File: src/rtl/heron_pkg.sv
package heron_pkg;

  typedef enum logic [4:0] {
    ST_IDLE, ST_RDN1, ST_RDN2, ST_CHKI, ST_RDS1, ST_RDS2, ST_CHKS,
    ST_XINIT, ST_DIVGO, ST_DIVWAIT, ST_SUM, ST_CMP, ST_BRANCH,
    ST_WRRAW, ST_WRROOT, ST_DEC, ST_DONE
  } seqState_t;

  // datapath strobes issued by the sequencer
  typedef struct packed {
    logic ldN;    // count word -> index, zero flag
    logic chkS;   // operand word -> S, flags of S-1
    logic initX;  // X and OLD_X <- S>>1
    logic divGo;  // start S/X
    logic ldSum;  // X <- (X + quotient)>>1
    logic cmp;    // flags of X - OLD_X
    logic ldOld;  // OLD_X <- X
    logic decI;   // index - 1, zero flag
  } strobe_t;

endpackage

File: src/rtl/heron_div.sv
module heron_div #(
  parameter int W = 32
) (
  input  logic         clk,
  input  logic         rst,
  input  logic         go,
  input  logic [W-1:0] dividend,
  input  logic [W-1:0] divisor,
  output logic [W-1:0] quotient,
  output logic         done
);
  localparam int CW = $clog2(W + 1);

  logic [W-1:0]  remReg, quoReg, dvsReg, dvdReg;
  logic [CW-1:0] cnt;
  logic          busy;
  logic [W:0]    trial;
  logic          fits;

  assign trial    = {remReg, quoReg[W-1]};
  assign fits     = trial >= {1'b0, dvsReg};
  assign quotient = quoReg;

  always_ff @(posedge clk or posedge rst) begin
    if (rst) begin
      remReg <= '0;
      quoReg <= '0;
      dvsReg <= '0;
      dvdReg <= '0;
      cnt    <= '0;
      busy   <= 1'b0;
      done   <= 1'b0;
    end else if (go) begin
      remReg <= '0;
      quoReg <= dividend;
      dvsReg <= divisor;
      dvdReg <= dividend;
      cnt    <= CW'(W);
      busy   <= 1'b1;
      done   <= 1'b0;
    end else if (busy) begin
      remReg <= fits ? W'(trial - {1'b0, dvsReg}) : trial[W-1:0];
      quoReg <= {quoReg[W-2:0], fits};
      cnt    <= cnt - 1'b1;
      if (cnt == CW'(1)) begin
        busy <= 1'b0;
        done <= 1'b1;
      end
    end
  end

  logic [2*W-1:0] prodChk;
  assign prodChk = {{W{1'b0}}, quoReg} * {{W{1'b0}}, dvsReg};


  div_result_chk: assert property (@(posedge clk) disable iff (rst)
    $rose(done) |-> (prodChk <= {{W{1'b0}}, dvdReg}) &&
                    (({{W{1'b0}}, dvdReg} - prodChk) < {{W{1'b0}}, dvsReg}));

endmodule

File: src/rtl/heron_dp.sv
module heron_dp
  import heron_pkg::*;
#(
  parameter int DATA_W = 32,
  parameter int ADDR_W = 10
) (
  input  logic              clk,
  input  logic              rst,
  input  strobe_t           st,
  input  logic              latchDin,
  input  logic [DATA_W-1:0] rdData,
  output logic              flagC,
  output logic              flagZ,
  output logic              divDone,
  output logic [ADDR_W-1:0] idx,
  output logic [DATA_W-1:0] sVal,
  output logic [DATA_W-1:0] xVal
);
  logic [DATA_W-1:0] dinReg, sReg, xReg, oldReg, quot;
  logic [ADDR_W-1:0] idxReg;
  logic [DATA_W-1:0] opA, opB;
  logic [DATA_W:0]   aluRes;
  logic              setFlags;

  heron_div #(.W(DATA_W)) div_i (
    .clk(clk), .rst(rst), .go(st.divGo),
    .dividend(sReg), .divisor(xReg),
    .quotient(quot), .done(divDone)
  );

  always_comb begin
    opA = '0;
    opB = '0;
    if (st.ldN) begin
      opA = DATA_W'(dinReg[ADDR_W-1:0]);
    end else if (st.chkS) begin
      opA = dinReg;
      opB = DATA_W'(1);
    end else if (st.cmp) begin
      opA = xReg;
      opB = oldReg;
    end else if (st.decI) begin
      opA = DATA_W'(idxReg);
      opB = DATA_W'(1);
    end
  end

  assign aluRes   = {1'b0, opA} - {1'b0, opB};
  assign setFlags = st.ldN | st.chkS | st.cmp | st.decI;

  always_ff @(posedge clk or posedge rst) begin
    if (rst) begin
      dinReg <= '0;
      sReg   <= '0;
      xReg   <= '0;
      oldReg <= '0;
      idxReg <= '0;
      flagC  <= 1'b0;
      flagZ  <= 1'b0;
    end else begin
      if (latchDin) dinReg <= rdData;
      if (st.ldN)   idxReg <= dinReg[ADDR_W-1:0];
      if (st.decI)  idxReg <= aluRes[ADDR_W-1:0];
      if (st.chkS)  sReg   <= dinReg;
      if (st.initX) begin
        xReg   <= sReg >> 1;
        oldReg <= sReg >> 1;
      end
      if (st.ldSum) xReg   <= DATA_W'(({1'b0, xReg} + {1'b0, quot}) >> 1);
      if (st.ldOld) oldReg <= xReg;
      if (setFlags) begin
        flagC <= aluRes[DATA_W];
        flagZ <= (aluRes[DATA_W-1:0] == '0);
      end
    end
  end

  assign idx  = idxReg;
  assign sVal = sReg;
  assign xVal = xReg;


  div_nonzero_chk: assert property (@(posedge clk) disable iff (rst)
    st.divGo |-> (xReg != '0));

  converge_chk: assert property (@(posedge clk) disable iff (rst)
    st.ldOld |-> (xReg < oldReg));

  idx_dec_chk: assert property (@(posedge clk) disable iff (rst)
    st.decI |=> (idxReg == $past(idxReg) - 1'b1));

endmodule

File: src/rtl/heron_ctrl.sv
module heron_ctrl
  import heron_pkg::*;
(
  input  logic    clk,
  input  logic    rst,
  input  logic    start,
  input  logic    flagC,
  input  logic    flagZ,
  input  logic    divDone,
  output strobe_t st,
  output logic    rdEn,
  output logic    wrEn,
  output logic    wrRaw,
  output logic    useIdx,
  output logic    ready
);
  seqState_t state, nextState;

  always_ff @(posedge clk or posedge rst) begin
    if (rst) state <= ST_IDLE;
    else     state <= nextState;
  end

  always_comb begin
    nextState = state;
    st        = '0;
    rdEn      = 1'b0;
    wrEn      = 1'b0;
    wrRaw     = 1'b0;
    useIdx    = 1'b0;
    unique case (state)
      ST_IDLE, ST_DONE: if (start) nextState = ST_RDN1;
      ST_RDN1: begin
        rdEn = 1'b1;
        nextState = ST_RDN2;
      end
      ST_RDN2: begin
        st.ldN = 1'b1;
        nextState = ST_CHKI;
      end
      ST_CHKI: nextState = flagZ ? ST_DONE : ST_RDS1;
      ST_RDS1: begin
        rdEn = 1'b1;
        useIdx = 1'b1;
        nextState = ST_RDS2;
      end
      ST_RDS2: begin
        st.chkS = 1'b1;
        nextState = ST_CHKS;
      end
      ST_CHKS: nextState = (flagC | flagZ) ? ST_WRRAW : ST_XINIT;
      ST_XINIT: begin
        st.initX = 1'b1;
        nextState = ST_DIVGO;
      end
      ST_DIVGO: begin
        st.divGo = 1'b1;
        nextState = ST_DIVWAIT;
      end
      ST_DIVWAIT: if (divDone) nextState = ST_SUM;
      ST_SUM: begin
        st.ldSum = 1'b1;
        nextState = ST_CMP;
      end
      ST_CMP: begin
        st.cmp = 1'b1;
        nextState = ST_BRANCH;
      end
      ST_BRANCH: begin
        if (flagC) begin
          st.ldOld = 1'b1;
          nextState = ST_DIVGO;
        end else begin
          nextState = ST_WRROOT;
        end
      end
      ST_WRRAW: begin
        wrEn = 1'b1;
        wrRaw = 1'b1;
        useIdx = 1'b1;
        nextState = ST_DEC;
      end
      ST_WRROOT: begin
        wrEn = 1'b1;
        useIdx = 1'b1;
        nextState = ST_DEC;
      end
      ST_DEC: begin
        st.decI = 1'b1;
        nextState = ST_CHKI;
      end
      default: nextState = ST_IDLE;
    endcase
  end

  assign ready = (state == ST_DONE);


  rd_wr_excl_chk: assert property (@(posedge clk) disable iff (rst)
    !(rdEn && wrEn));

  ready_quiet_chk: assert property (@(posedge clk) disable iff (rst)
    ready |-> (!rdEn && !wrEn));

  ready_drop_chk: assert property (@(posedge clk) disable iff (rst)
    (ready && start) |=> !ready);

endmodule

File: src/rtl/heron_sqrt_seq.sv
module heron_sqrt_seq
  import heron_pkg::*;
#(
  parameter int DATA_W = 32,
  parameter int ADDR_W = 10,
  parameter int FRAC_W = 8
) (
  input  logic              clk,
  input  logic              rst,
  input  logic              start,
  output logic              ready,
  output logic [ADDR_W-1:0] ramAddr,
  output logic              ramRdEn,
  output logic              ramWrEn,
  input  logic [DATA_W-1:0] ramRdData,
  output logic [DATA_W-1:0] ramWrData
);
  localparam int HALF_FRAC = FRAC_W / 2;

  strobe_t           st;
  logic              wrRaw, useIdx, flagC, flagZ, divDone;
  logic [ADDR_W-1:0] idx;
  logic [DATA_W-1:0] sVal, xVal;

  heron_ctrl ctrl_i (
    .clk(clk), .rst(rst), .start(start),
    .flagC(flagC), .flagZ(flagZ), .divDone(divDone),
    .st(st), .rdEn(ramRdEn), .wrEn(ramWrEn),
    .wrRaw(wrRaw), .useIdx(useIdx), .ready(ready)
  );

  heron_dp #(.DATA_W(DATA_W), .ADDR_W(ADDR_W)) dp_i (
    .clk(clk), .rst(rst), .st(st), .latchDin(ramRdEn),
    .rdData(ramRdData), .flagC(flagC), .flagZ(flagZ),
    .divDone(divDone), .idx(idx), .sVal(sVal), .xVal(xVal)
  );

  assign ramAddr   = useIdx ? idx : '0;
  assign ramWrData = !ramWrEn ? '0 : (wrRaw ? sVal : (xVal << HALF_FRAC));


  count_word_kept_chk: assert property (@(posedge clk) disable iff (rst)
    ramWrEn |-> (ramAddr != '0));

endmodule

File: config.mk
export PLATFORM = sky130hd
export DESIGN_NAME = heron_sqrt_seq
export DESIGN_NICKNAME = d
export VERILOG_FILES = /design/src/rtl/heron_pkg.sv /design/src/rtl/heron_div.sv /design/src/rtl/heron_dp.sv /design/src/rtl/heron_ctrl.sv /design/src/rtl/heron_sqrt_seq.sv
export SDC_FILE = /design/constraint.sdc
export NUM_CORES = 1
export LEC_CHECK = 0
export CAP_MARGIN = 25
export CORE_ASPECT_RATIO = 1.75
export CORE_UTILIZATION = 50
export DETAILED_ROUTE_END_ITERATION = 16
export PLACE_DENSITY = 0.68
export SLEW_MARGIN = 40
export SYNTH_ARGS = -nofsm -noshare
export SYNTH_HDL_FRONTEND = slang
export SYNTH_SLANG_ARGS = --single-unit
File: constraint.sdc
create_clock -name clk -period 10.7 [get_ports clk]
set_input_delay 1.07 -clock clk [delete_from_list [all_inputs] [get_ports clk]]
set_output_delay 1.07 -clock clk [all_outputs]
set_load 0.05 [all_outputs]
==> results.md <==
Outcome:
- The run finished with clean final reports.

STA:
- The worst path uses 50.0% of the clock period.
- For the pin with the worst max-slew slack, the measured transition is 0.874 ns.
- The maximum clock frequency is 187 MHz.
- The number of hold violations in the final report is 0.
- The number of slew-limit violations in the final report is 0.
- The minimum period implied by the final worst setup slack is 5.35 ns.
- The post-route setup TNS is 0 ns.
- The post-route worst hold slack is 0.493 ns.
- Across the routed clock network, the largest skew measured is 0.0215 ns.
- Setup violations remaining at the end of the flow were counted as 0.
- Setup repair after global routing left no endpoint under its margin.
- The worst pin sits at a relative slew slack of 41.1%.

Flow run:
- The tool flagged a number of max-cap violations equal to 0.

Global routing:
- Entering global routing, the biggest net connects 112 pins.
- The number of global-route vias before repair is 15.0k.
- For met2 alone, demand over resource in global routing was 54.2%.
- The routing usage on met1 is 35.5%.
- The aggregate global routing overflow is 0.
- Global routing used 30.0% of the available tracks.
- The initial antenna violation count is 0.
- The global routing stage identified its most utilized layer as met2.
- The first-pass GRT wire length is 81700 µm.
- Global routing used 2.14% of the available met3 tracks.

Detailed routing:
- The number of routed nets with antenna violations is 0.
- In the routed layout, each cell is associated on average with a via count of 6.05.
- The first-iteration detailed-routing DRC count is 905.
- The overall routed net length is 51100 µm.
- The total DRC errors in the routed layout is 0.
- The pre-antenna-repair detailed-routing pass consisted of 5 iterations.
- The routed layout has 15.1k vias.
- The wire length per cell is 20.5 µm.

Setup path:
- The required time at the worst-slack endpoint is 11.15 ns.
- The type of destination of the critical path is a flop.
- Along the worst path, the maximum fanout reaches 53.
- The type of origin of the critical path is a flop.
- The critical path is of the flop to flop type.
- Data arrives at the worst endpoint at 5.80 ns.

Yosys:
- Yosys printed 0 warnings.
- The synthesized flop and latch total is 249.
- The share of synthesized flip-flops with an asynchronous set or reset is 100%.
- Each instance of the synthesized netlist takes up on average 8.41 µm².
- Synthesis instantiated 79 different standard cells from the library.
- The synthesized net count is 2150.
- The number of enable-type register cells in the synthesized netlist is 0.
- The cell area after synthesis is 0.0169 mm².
- Of all cell types, the one taking the most synthesized area is sky130_fd_sc_hd__dfrtp_1.
- The post-synthesis sequential area ratio is 36.8%.
- Sorting the synthesized cells by area gives the leading types as sky130_fd_sc_hd__dfrtp_1 37%, sky130_fd_sc_hd__nand2_1 8.2%, sky130_fd_sc_hd__ha_1 7.2%, sky130_fd_sc_hd__o21ai_0 5.7%, sky130_fd_sc_hd__a21oi_1 4.9%.
- The synthesized netlist cell count is 2015.
- Among all flip-flop cells after synthesis, the most frequent one is sky130_fd_sc_hd__dfrtp_1.
- The area share of the leading cell type in the synthesized netlist is 36.8%.

Layout:
- The antenna diode instance count is 0.
- In the layout the commonest cells are 370 x sky130_fd_sc_hd__nand2_1, 248 x sky130_fd_sc_hd__dfrtp_1, 193 x sky130_fd_sc_hd__o21ai_0.
- The library cell used most frequently in the layout, excluding fill and tap cells, is sky130_fd_sc_hd__nand2_1.
- The area growth from synthesis to final layout is 11.3%.
- The final net count is 2161.
- In the final layout, the share of cells above drive strength 1 is 5.93%.
- Fill cells in the final layout number 3097.

Placed design:
- The count of input and output buffers is 79.
- The total half-perimeter wirelength after legalization and detailed placement is 38000 µm.
- The congestion estimate from routability-driven global placement came to 0.932.

Floorplanning:
- The horizontal die dimension is 141 µm.
- The starting density of the core is 51.1%.
- The overall die height is 246 µm.
- The floorplan step defined a die boundary enclosing 0.0347 mm².
- The number of top-level design ports is 80.
- The floorplan core area is 0.0331 mm².
- The number of rows in the core area is 88.

Power:
- In this run the static leakage power is 8.62 nW.
- Power spread over the standard cell area amounts to 399 mW/mm².
- The peak supply drop is 0.206 mV.
- Power comes to 7.52 mW.

CTS:
- In this run the post-CTS setup repair buffer count came out at 0.
- The clock-pin slew of the registers on the worst-case setup and hold paths is 0.07 ns.
- In this run the number of H-tree levels came out at 1.
- TritonCTS built the clock tree.
- For the worst-skew pair, the clock arrives at the later sink with an insertion delay of 0.55 ns.
- The number of hold-repair buffers added at the cts stage is 0.
- Clock tree synthesis selected as its root buffer the cell sky130_fd_sc_hd__clkbuf_16.
- The clock buffer count from CTS is 25.
- The clock net in this run drives a total of 249 sinks.
- After clock tree synthesis, the repair step resized 0 gates.
- The clock passes through at most 3 buffers.

Worst hold path:
- The path type of the worst min-delay path is flop to flop.
## cells by family (layout without fill, tap and decap cells)
| family | count (synthesis) | in the layout | share of synthesized area (%) |
|---|---|---|---|
| mux | 104 | 104 | 6.38 |
| flops | 249 | 249 | 36.8 |
| fa+ha+maj | 100 | 100 | 7.52 |
| simple gates | 691 | 691 | 18.5 |
| buf+inv | 184 | 210 | 4.28 |
| compound gates | 618 | 618 | 23.0 |
| xor+xnor | 69 | 69 | 3.57 |
## through the flow
stage               worst slack [ns]  cells  util, %  area (µm²)
finish                          5.35   2491     56.9       18900
global route                    5.12   2491     56.9       18900
CTS                             5.41   2491     56.9       18900
detailed placement              5.43   2449     54.4       18000
global placement                5.65   2449     54.4       18000
floorplan                       2.79   2015        -       16900
## worst max-delay path, cell delays in order, from the launching register on
cell and delay, ns:
sky130_fd_sc_hd__dfrtp_1 0.69, sky130_fd_sc_hd__nand4b_1 0.57, sky130_fd_sc_hd__nor2_4 0.20, sky130_fd_sc_hd__buf_4 0.46, sky130_fd_sc_hd__nand2_1 0.14, sky130_fd_sc_hd__ha_1 0.57
sky130_fd_sc_hd__nand4_1 0.21, sky130_fd_sc_hd__a2111oi_0 0.50, sky130_fd_sc_hd__and3b_1 0.29, sky130_fd_sc_hd__xor2_1 0.21, sky130_fd_sc_hd__o2111ai_1 0.21, sky130_fd_sc_hd__nor4_1 0.36
sky130_fd_sc_hd__nand4_1 0.16, sky130_fd_sc_hd__nor4_1 0.21, sky130_fd_sc_hd__nand4_1 0.15, sky130_fd_sc_hd__o41ai_2 0.32
## report_power, final
group,switching [mW],leakage (nW),internal [mW]
logic,2.75,5.11,1.94
clock network,0.383,0.402,0.521
registers,0.529,3.11,1.40
## Yosys cell counts (12+ instances only)
library cell / n
sky130_fd_sc_hd__nand2_1: 371
sky130_fd_sc_hd__dfrtp_1: 249
sky130_fd_sc_hd__o21ai_0: 193
sky130_fd_sc_hd__a21oi_1: 166
sky130_fd_sc_hd__ha_1: 97
sky130_fd_sc_hd__clkbuf_1: 96
sky130_fd_sc_hd__nor2_1: 87
sky130_fd_sc_hd__mux2i_1: 72
sky130_fd_sc_hd__inv_1: 70
sky130_fd_sc_hd__a21o_1: 50
sky130_fd_sc_hd__xnor2_1: 46
sky130_fd_sc_hd__nor3_1: 40
sky130_fd_sc_hd__nand3_1: 38
sky130_fd_sc_hd__and2_1: 34
sky130_fd_sc_hd__mux2_2: 32
sky130_fd_sc_hd__a211oi_1: 27
sky130_fd_sc_hd__a31oi_1: 23
sky130_fd_sc_hd__and3_1: 23
sky130_fd_sc_hd__xor2_1: 23
sky130_fd_sc_hd__a22o_1: 22
sky130_fd_sc_hd__nand4_1: 20
sky130_fd_sc_hd__nand2b_1: 19
sky130_fd_sc_hd__nor2b_1: 16
sky130_fd_sc_hd__a22oi_1: 15
sky130_fd_sc_hd__o21bai_1: 14
sky130_fd_sc_hd__o21a_1: 12
## sequential cells by signal, indices dropped and copies added, names as in the netlist, 5 cells and up
name                 flops
dp_i.div_i.dvsReg       32
dp_i.sVal               32
ctrl_i.state             5
dp_i.div_i.remReg       32
dp_i.idx                10
dp_i.xVal               32
dp_i.dinReg             32
dp_i.div_i.quotient     32
dp_i.div_i.cnt           6
dp_i.oldReg             32
## worst paths after layout
path | depth (start not counted) | startpoint | slack, ns | to
max reg2reg | 15 | ctrl_i.state[0] | 5.35 | dp_i.flagZ
min reg2reg | 2 | dp_i.div_i.dvsReg[0] | 0.49 | dp_i.div_i.dvsReg[0]
max in group asynchronous | 3 | rst | 8.58 | ctrl_i.state[2]
min in group asynchronous | 2 | rst | 1.01 | dp_i.div_i.dvsReg[25]
min | 2 | dp_i.div_i.dvsReg[0] | 0.49 | dp_i.div_i.dvsReg[0]
max | 15 | ctrl_i.state[0] | 5.35 | dp_i.flagZ
## per-layer routing
layer	share of wire, %	up-vias
met3	3.3	122
li1	-	7240
met4	4.9	0
met2	52	346
met1	40	7370
met5	0	-
## final cells by class
type	count	area (µm²)	area share (%)
inverter	70	275	1.46
clock buffer	33	686	3.64
clock inverter	9	128	0.677
tap	450	563	2.99
sequential	249	6230	33.1
multi-input combinational	1582	10000	53.2
timing repair buffer	98	945	5.01
Note: power is estimated with default switching activity, not from simulation.
